===== config.mk =====
export PLATFORM = sky130hd
export DESIGN_NAME = nand_hamming_ecc
export DESIGN_NICKNAME = d
export VERILOG_FILES = /design/src/rtl/nhe_pkg.sv /design/src/rtl/nhe_lane.sv /design/src/rtl/nhe_count.sv /design/src/rtl/nhe_accum.sv /design/src/rtl/nand_hamming_ecc.sv
export SDC_FILE = /design/constraint.sdc
export NUM_CORES = 1
export LEC_CHECK = 0
export ABC_AREA = 1
export BUFFER_PORTS_ARGS = -buffer_cell sky130_fd_sc_hd__buf_2
export CAP_MARGIN = 10
export CELL_PAD_IN_SITES_DETAIL_PLACEMENT = 1
export CELL_PAD_IN_SITES_GLOBAL_PLACEMENT = 1
export CORE_ASPECT_RATIO = 1.1
export CORE_MARGIN = 3
export CORE_UTILIZATION = 38
export CTS_BUF_LIST = sky130_fd_sc_hd__clkbuf_2 sky130_fd_sc_hd__clkbuf_4 sky130_fd_sc_hd__clkbuf_8
export DETAILED_ROUTE_END_ITERATION = 16
export GPL_ROUTABILITY_DRIVEN = 0
export PLACE_DENSITY_LB_ADDON = 0.2
export SYNTH_ARGS = -nofsm -noshare
export SYNTH_HDL_FRONTEND = slang
export SYNTH_SLANG_ARGS = --single-unit
export TNS_END_PERCENT = 50

===== constraint.sdc =====
create_clock -name clk -period 1.4 [get_ports clk]
set_clock_uncertainty 0.1 [all_clocks]
set_input_delay 0.14 -clock clk [delete_from_list [all_inputs] [get_ports clk]]
set_output_delay 0.14 -clock clk [all_outputs]
set_load 0.05 [all_outputs]

===== src/rtl/nhe_pkg.sv =====
package nhe_pkg;

  localparam int COL_LEVELS = 3;

  // Bits of a byte whose bit-number bit k is one (odd half of column level k).
  function automatic logic [7:0] col_mask(input int k);
    logic [7:0] m;
    m = '0;
    for (int j = 0; j < 8; j++) begin
      if (((j >> k) & 1) == 1) m[j] = 1'b1;
    end
    return m;
  endfunction

endpackage


===== src/rtl/nhe_lane.sv =====
module nhe_lane #(
  parameter int ADDR_W = 9,
  parameter int LV     = ADDR_W + 3
) (
  input  logic              act_i,
  input  logic [ADDR_W-1:0] idx_i,
  input  logic [7:0]        byte_i,
  output logic [LV-1:0]     even_o,
  output logic [LV-1:0]     odd_o
);
  import nhe_pkg::*;

  logic bpar;
  assign bpar = ^byte_i;

  for (genvar k = 0; k < COL_LEVELS; k++) begin : g_col
    assign odd_o[k]  = act_i & (^(byte_i &  col_mask(k)));
    assign even_o[k] = act_i & (^(byte_i & ~col_mask(k)));
  end

  for (genvar k = COL_LEVELS; k < LV; k++) begin : g_row
    assign odd_o[k]  = act_i &  idx_i[k-COL_LEVELS] & bpar;
    assign even_o[k] = act_i & ~idx_i[k-COL_LEVELS] & bpar;
  end

endmodule


===== src/rtl/nhe_count.sv =====
module nhe_count #(
  parameter int ADDR_W = 9,
  parameter int SIZE_W = ADDR_W - 1
) (
  input  logic              clk,
  input  logic              rst_n,
  input  logic              clr_i,
  input  logic              req_i,
  input  logic              x16_i,
  input  logic [SIZE_W-1:0] size_i,
  output logic              take_o,
  output logic [ADDR_W-1:0] idx_o,
  output logic              valid_o
);
  localparam int CNT_W = ADDR_W + 1;

  logic [CNT_W-1:0] cnt_q, cnt_d, total, step, cnt_sum;
  logic             valid_q, valid_d, upd;

  always_comb begin
    total   = (CNT_W'(size_i) + CNT_W'(1)) << 1;
    step    = x16_i ? CNT_W'(2) : CNT_W'(1);
    cnt_sum = cnt_q + step;
    take_o  = req_i & ~clr_i & ~valid_q & (cnt_sum <= total);
    upd     = clr_i | take_o;
    if (clr_i) begin
      cnt_d   = '0;
      valid_d = 1'b0;
    end else begin
      cnt_d   = cnt_sum;
      valid_d = (cnt_sum == total);
    end
  end

  always_ff @(posedge clk or negedge rst_n) begin
    if (!rst_n) begin
      cnt_q   <= '0;
      valid_q <= 1'b0;
    end else if (upd) begin
      cnt_q   <= cnt_d;
      valid_q <= valid_d;
    end
  end

  assign idx_o   = cnt_q[ADDR_W-1:0];
  assign valid_o = valid_q;

  AST_CNT_STEP: assert property (@(posedge clk) disable iff (!rst_n)
    take_o |=> (cnt_q == $past(cnt_q) + $past(step)));
  AST_VALID_AT_END: assert property (@(posedge clk) disable iff (!rst_n)
    $rose(valid_q) |-> (cnt_q == $past(total)));

endmodule


===== src/rtl/nhe_accum.sv =====
module nhe_accum #(
  parameter int LV = 12
) (
  input  logic          clk,
  input  logic          rst_n,
  input  logic          clr_i,
  input  logic          take_i,
  input  logic [LV-1:0] add_e_i,
  input  logic [LV-1:0] add_o_i,
  output logic [LV-1:0] acc_e_o,
  output logic [LV-1:0] acc_o_o
);
  logic [LV-1:0] e_q, o_q, e_d, o_d;
  logic          upd;

  always_comb begin
    upd = clr_i | take_i;
    if (clr_i) begin
      e_d = '0;
      o_d = '0;
    end else begin
      e_d = e_q ^ add_e_i;
      o_d = o_q ^ add_o_i;
    end
  end

  always_ff @(posedge clk or negedge rst_n) begin
    if (!rst_n) begin
      e_q <= '0;
      o_q <= '0;
    end else if (upd) begin
      e_q <= e_d;
      o_q <= o_d;
    end
  end

  assign acc_e_o = e_q;
  assign acc_o_o = o_q;

  AST_CLR_ZERO: assert property (@(posedge clk) disable iff (!rst_n)
    clr_i |=> (e_q == '0 && o_q == '0));
  AST_HOLD_IDLE: assert property (@(posedge clk) disable iff (!rst_n)
    (!clr_i && !take_i) |=> ($stable(e_q) && $stable(o_q)));

endmodule


===== src/rtl/nand_hamming_ecc.sv =====
module nand_hamming_ecc #(
  parameter int ADDR_W = 9,
  parameter int CS_W   = 3,
  parameter int SIZE_W = ADDR_W - 1
) (
  input  logic              clk,
  input  logic              rst_n,
  input  logic              clr_i,
  input  logic              en_i,
  input  logic              x16_i,
  input  logic [CS_W-1:0]   sel_cs_i,
  input  logic [SIZE_W-1:0] size_i,
  input  logic              beat_vld_i,
  input  logic [CS_W-1:0]   beat_cs_i,
  input  logic [15:0]       beat_data_i,
  output logic [31:0]       result_o,
  output logic [23:0]       code_o,
  output logic              valid_o
);
  localparam int LV = ADDR_W + 3;

  // Reset: asserted at once, released through two flops.
  logic rst_s1, rst_sn;
  always_ff @(posedge clk or negedge rst_n) begin
    if (!rst_n) begin
      rst_s1 <= 1'b0;
      rst_sn <= 1'b0;
    end else begin
      rst_s1 <= 1'b1;
      rst_sn <= rst_s1;
    end
  end

  logic              req, take;
  logic [ADDR_W-1:0] idx0, idx1;
  logic [LV-1:0]     e0, o0, e1, o1, acc_e, acc_o;

  assign req  = en_i & beat_vld_i & (beat_cs_i == sel_cs_i);
  assign idx1 = idx0 + ADDR_W'(1);

  nhe_count #(.ADDR_W(ADDR_W), .SIZE_W(SIZE_W)) u_cnt (
    .clk(clk), .rst_n(rst_sn), .clr_i(clr_i), .req_i(req), .x16_i(x16_i),
    .size_i(size_i), .take_o(take), .idx_o(idx0), .valid_o(valid_o)
  );

  nhe_lane #(.ADDR_W(ADDR_W), .LV(LV)) u_lane_lo (
    .act_i(take), .idx_i(idx0), .byte_i(beat_data_i[7:0]),
    .even_o(e0), .odd_o(o0)
  );

  nhe_lane #(.ADDR_W(ADDR_W), .LV(LV)) u_lane_hi (
    .act_i(take & x16_i), .idx_i(idx1), .byte_i(beat_data_i[15:8]),
    .even_o(e1), .odd_o(o1)
  );

  nhe_accum #(.LV(LV)) u_acc (
    .clk(clk), .rst_n(rst_sn), .clr_i(clr_i), .take_i(take),
    .add_e_i(e0 ^ e1), .add_o_i(o0 ^ o1), .acc_e_o(acc_e), .acc_o_o(acc_o)
  );

  always_comb begin
    result_o = '0;
    result_o[LV-1:0]       = acc_e;
    result_o[16+LV-1:16]   = acc_o;
    code_o = {result_o[27:24], result_o[11:8], result_o[23:16], result_o[7:0]};
  end

  AST_VALID_STICKY: assert property (@(posedge clk) disable iff (!rst_sn)
    (valid_o && !clr_i) |=> valid_o);
  AST_FROZEN_RESULT: assert property (@(posedge clk) disable iff (!rst_sn)
    (valid_o && !clr_i) |=> $stable(result_o));
  AST_CLR_INVALID: assert property (@(posedge clk) disable iff (!rst_sn)
    clr_i |=> !valid_o);
  AST_OTHER_CS: assert property (@(posedge clk) disable iff (!rst_sn)
    (!clr_i && beat_vld_i && beat_cs_i != sel_cs_i) |=> $stable(result_o));

endmodule


Word-level counts from Yosys, hierarchy flattened

Index checks and enable logic that the tools add are counted.

Bits in writable memories: 0
Bits in latches: 0
Flip-flop bits (word level): 37
Memories: 0
Memory bits (read-only): 0

$lt $le $gt $ge: 1
Mux-type cells: 5
Shift operators: 0
Multiply operators: 0
Div/mod/pow operators: 0
Bitwise gates (word level): 115
Reductions and logical operators: 14
Eq/ne operators: 2
$add $sub $neg: 3

Operators by type and width:

| cell                                                           | count |
|---|---|
| 8-bit parity                                                   | 14 |
| 1-bit bitwise AND                                              | 90 |
| 12-bit XOR                                                     | 4 |
| 12-bit two-way mux                                             | 2 |
| 1-bit NOT                                                      | 20 |
| 10-bit adder                                                   | 1 |
| 10-bit == test                                                 | 1 |
| 10-bit less-or-equal comparator                                | 1 |
| 10-bit two-way mux                                             | 1 |
| 8-bit by 1-bit adder with 9-bit output (second input constant) | 1 |
| 9-bit by 1-bit adder with 9-bit output (second input constant) | 1 |
| 3-bit == test                                                  | 1 |
| 2-bit two-way mux                                              | 1 |
| 1-bit two-way mux                                              | 1 |
| 1-bit bitwise OR                                               | 1 |

Logic depth before layout (Yosys ltp)

Depth after elaboration: 11
Gate-level depth with buffers: 23
Mapped depth without buffers: 22

By module

A second synthesis with hierarchy kept.

Cells, all modules: 581
Area, all modules: 3,948.8 um^2

By module, submodules not included:

| module           | seq. area each (um^2) | cells each | area each (um^2) | times used |
|---|---|---|---|---|
| nhe_count        | 275.3                 | 144        | 1,111.1          | 1 |
| nhe_accum        | 600.6                 | 128        | 1,074.8          | 1 |
| nhe_lane         | 0.0                   | 97         | 500.5            | 2 |
| nand_hamming_ecc | 50.0                  | 115        | 762.0            | 1 |

Worst setup path before layout

Ideal clock, no wire load.

Path kind: input-to-reg
Start: in x16_i
End: reg u_acc.o_q[3] (netlist: u_acc.acc_o_o[3])
Required time: 1.181 ns
Library setup time: 0.119 ns
Stages: 21
Path slack: -1.788 ns
Path buffers: 2
Data arrival time: 2.969 ns
Cell sequence: clkbuf_1 > inv_1 > ha_1 > inv_1 > fa_1 > or2_2 > o21ai_0 > inv_1 > ha_1 > nand2_1 > nor2_1 > nand2_1 > nor3_1 > nand2_1 > nand2_1 > buf_2 > nand2_1 > a21oi_1 > nand2_1 > nand2_1 > nor2_1

Cells in the longest elaborated chain, start to end: 10
Elaborated cells on any way between the ends: 13
Classes of those cells: 1 x add/sub; 1 x order compare; 2 x mux; 9 x bitwise

Ends and longest elaborated chain:

| item                            | RTL line               | RTL |
|---|---|---|
| start, declared                 | nand_hamming_ecc.sv:10 | `input logic x16_i,` |
| 2-bit two-way mux               | nhe_count.sv:22        | `step = x16_i ? CNT_W'(2) : CNT_W'(1);` |
| 10-bit adder                    | nhe_count.sv:23        | `cnt_sum = cnt_q + step;` |
| 10-bit less-or-equal comparator | nhe_count.sv:24        | `take_o = req_i & ~clr_i & ~valid_q & (cnt_sum <= total);` |
| 1-bit bitwise AND               | nhe_count.sv:24        |  |
| 1-bit bitwise AND               | nand_hamming_ecc.sv:52 | `.act_i(take & x16_i), .idx_i(idx1), .byte_i(beat_data_i[15:8]),` |
| 1-bit bitwise AND (2 in series) | nhe_lane.sv:22         | `assign odd_o[k] = act_i & idx_i[k-COL_LEVELS] & bpar;` |
| 12-bit XOR                      | nand_hamming_ecc.sv:58 | `.add_e_i(e0 ^ e1), .add_o_i(o0 ^ o1), .acc_e_o(acc_e), .acc_o_o(acc_o)` |
| 12-bit XOR                      | nhe_accum.sv:23        | `o_d = o_q ^ add_o_i;` |
| 12-bit two-way mux              | nhe_accum.sv:18        | `if (clr_i) begin` |
| end signal, assigned            | nhe_accum.sv:30        | `o_q <= '0;` |
| end signal, assigned            | nhe_accum.sv:33        | `o_q <= o_d;` |
| end, declared                   | nhe_accum.sv:13        | `logic [LV-1:0] e_q, o_q, e_d, o_d;` |

Several ways; a longest one is shown, not always the timed one.
A chain may end at the register's enable or synchronous reset.

Worst setup path after layout

Start: reg u_cnt.cnt_q[0]
End: reg u_acc.o_q[10] (netlist: u_acc.acc_o_o[10])

Cells in the longest elaborated chain, start to end: 9
Elaborated cells on any way between the ends: 13
Classes of those cells: 2 x add/sub; 1 x order compare; 1 x mux; 9 x bitwise

Ends and longest elaborated chain:

| item                            | RTL line               | RTL |
|---|---|---|
| start, declared                 | nhe_count.sv:17        | `logic [CNT_W-1:0] cnt_q, cnt_d, total, step, cnt_sum;` |
| start signal, assigned          | nhe_count.sv:40        | `cnt_q <= cnt_d;` |
| 10-bit adder                    | nhe_count.sv:23        |  |
| 10-bit less-or-equal comparator | nhe_count.sv:24        |  |
| 1-bit bitwise AND               | nhe_count.sv:24        |  |
| 1-bit bitwise AND               | nand_hamming_ecc.sv:52 |  |
| 1-bit bitwise AND (2 in series) | nhe_lane.sv:22         |  |
| 12-bit XOR                      | nand_hamming_ecc.sv:58 |  |
| 12-bit XOR                      | nhe_accum.sv:23        |  |
| 12-bit two-way mux              | nhe_accum.sv:18        |  |

Several ways; a longest one is shown, not always the timed one.

==> impl_metrics.json <==
{
  "clk_path_buf_depth": 2,
  "synth_top_area_share_pct": 25.0,
  "synthCells": 573,
  "grt_max_degree": 36,
  "path_cells": "ha_2, inv_2, fa_2, nor2_4, nand2_2, xor2_2, inv_2, ha_4, nand2_4, nor2_4, nand2_2, nor3_2, nand2_2, nand2_4, buf_12, nand3_4, nand2_2, nor2_2, nor2_1, nor2_1",
  "startpoint_type": "register",
  "cts_root_buffer": "clkbuf_8",
  "finalHoldViolCount": 0,
  "grtUsageTotal_pct": 22.5,
  "hp-class": "input port to asynchronous set/reset pin",
  "clock_latency_ns": 0.30,
  "numCtsBuffers": 5,
  "hpwl_mm": 9.20,
  "cp.arrival_ns": 3.44,
  "drc": 0,
  "regArea_um2": 926,
  "path_clk_slew_ns": 0.09,
  "crit_type": "register to register",
  "required_ns": 1.50,
  "wl_per_cell_um": 16.2,
  "dp_cells": 823,
  "diodes": 0,
  "period_minus_slack_ns": 3.34,
  "synthTopCellsByArea": "dfrtp_1, nand2_1, inv_1",
  "crit_top_cell": "nand2_2",
  "multi_input_area_mm2": 0.00250,
  "core_area_mm2": 0.00944,
  "synth_warnings": 0,
  "synthDistinctLibCells": 31,
  "ys_seq_area_share_pct": 25.0,
  "max_freq_mhz": 299,
  "layout-drive-gt1-share_pct": 36.2,
  "p_leak_uw": 0.00285,
  "nets": 776,
  "grt_setup_unrepaired": "true",
  "cts.sinks": 37,
  "slowest_stage": "fa_2",
  "finalPower_uw": 3200,
  "holdWs_ns": 0.0467,
  "postRouteAntennaNets": 0,
  "p_per_area_mw_per_mm2": 605,
  "place_ws_ns": -1.77,
  "final_cell_count_no_fill": 844,
  "violations": "setup timing",
  "grt_pass1_wl_mm": 20.1,
  "maxCapViolCount": 0,
  "dieWidth_um": 100,
  "first_pass_iters": 5,
  "drtIter0Drc": 124,
  "layout_common_cells": "nand2_1, buf_4, buf_2, inv_1, nor2_1",
  "grt_pass1_vias": 4390,
  "syn_to_final_growth_pct": 42.9,
  "status": "finished with violations",
  "grt_remaining_overflow": 0,
  "cp-end-kind": "register",
  "syn_area_mm2": 0.00370,
  "critPathMaxStageDelay_ns": 0.42,
  "htree_levels": 2,
  "num_vias": 4281,
  "filler_cell_count": 1237,
  "timing.final.crit_share_pct": 239,
  "dieHeight_um": 109,
  "tns_ns": -63.90,
  "numPortBuffers": 84,
  "crit_fanout": 8,
  "ir_drop_v": 0.000334,
  "drv_slew": 0,
  "fp-row-count": 37,
  "setup_ws_ns": -1.94,
  "antenna_found_initial": 0,
  "setup_viol": 35,
  "vias_per_cell": 5.07,
  "synth_largest_area_cell": "dfrtp_1",
  "finalWirelength_mm": 13.6,
  "layout_commonest_cell": "nand2_1",
  "start_util_pct": 39.2,
  "avgSynthCellArea_um2": 6.46,
  "cts_tree": "yes",
  "die_area_mm2": 0.0110,
  "io_pins": 93,
  "ys_seq_elements": 37
}
layer usage:
metal  vias to the layer above  wire (um)  track usage, %
met1                      2066       5440            24.6
met2                       127       7280            44.6
met5                         -          0               0
met4                         0        418            8.08
met3                        36        494            2.35
li1                       2052          -               -
kinds of logic (layout without fill, tap and decap cells):
kind of cell	count (synthesis)	count (layout)	share of synthesized area, %
flip-flops	37	37	25.0
XOR/XNOR	40	40	9.47
AND/OR/NAND/NOR	290	290	34.3
AO/OA/AOI/OAI	55	55	8.29
buffers and inverters	135	282	17.8
adder cells (fa/ha/maj)	14	14	4.94
other	2	9	0.203
worst max-delay path: cells and delay by family, from the launching register on:
family,cells,cell delay (ns)
buffers and inverters,3,0.27
XOR/XNOR,1,0.21
flip-flops,1,0.40
adder cells (fa/ha/maj),3,0.91
AND/OR/NAND/NOR,13,1.37
final cells by class:
type | count | area share (%)
sequential | 37 | 17.5
inverter | 88 | 6.25
timing repair buffer | 186 | 23.9
multi-input combinational | 408 | 47.3
tap | 117 | 2.77
clock buffer | 6 | 1.56
clock inverter | 2 | 0.710
sequential cells by signal (all words and copies together), names as in the netlist:
name,count
u_cnt.cnt_q,10
u_acc.acc_e_o,12
rst_sn,1
rst_s1,1
u_cnt.valid_o,1
u_acc.acc_o_o,12
path summary, 6_finish.rpt:
kind	from	to	slack [ns]	cells after the start
max in group asynchronous	rst_sn	u_acc.acc_o_o[9]	0.67	1
min in group clk	rst_s1	rst_sn	0.26	0
max	u_cnt.cnt_q[0]	u_acc.acc_o_o[10]	-1.94	20
max reg2reg	u_cnt.cnt_q[0]	u_acc.acc_o_o[10]	-1.94	20
min reg2reg	rst_sn	u_acc.acc_e_o[10]	0.19	1
min	rst_n	rst_sn	0.05	2
power by group:
group	internal [uW]	leakage (uW)	switching [uW]	total, uW
logic	423	0.00228	669	1090
clock network	580	0.0000574	440	1020
registers	1080	0.000512	8.46	1090
total	2080	0.00285	1120	3200
synth_stat cells:
master    instances
buf_8             1
and2_1            1
inv_1            88
nand3_2           6
a21oi_1          12
nand2_2           3
buf_6             1
buf_2             7
nor2_1           65
fa_1              1
o22ai_1          11
nand3_1          38
nor3_1            3
xnor2_1          16
buf_4            33
or2_2             1
conb_1            2
clkbuf_1          5
xor2_1           24
a21o_1            1
nand3b_1          2
o21ai_0          21
nand2_1         152
nand2_8           1
nor2_2            1
o21ai_1           8
nand2_4           2
o22ai_2           2
nand4_1          15
ha_1             13
dfrtp_1          37
metrics by stage:
step	cell area (um2)	utilization, %
final	5290	56.0
after global routing	5290	56.0
after CTS	5070	53.7
after detailed placement	4710	49.9
after global placement	4710	49.9
after floorplan	3790	-
repair_timing:
action / CTS / global route
hold buffers: 2 / 0
pin swaps: 10 / 29
hold endpoints to repair: 3 / 0
cloned: 2 / 0
resized for setup: 30 / 40
endpoints found under the setup margin: 35 / 35
setup buffers: 4 / 7
(Power assumes the default switching activity.)
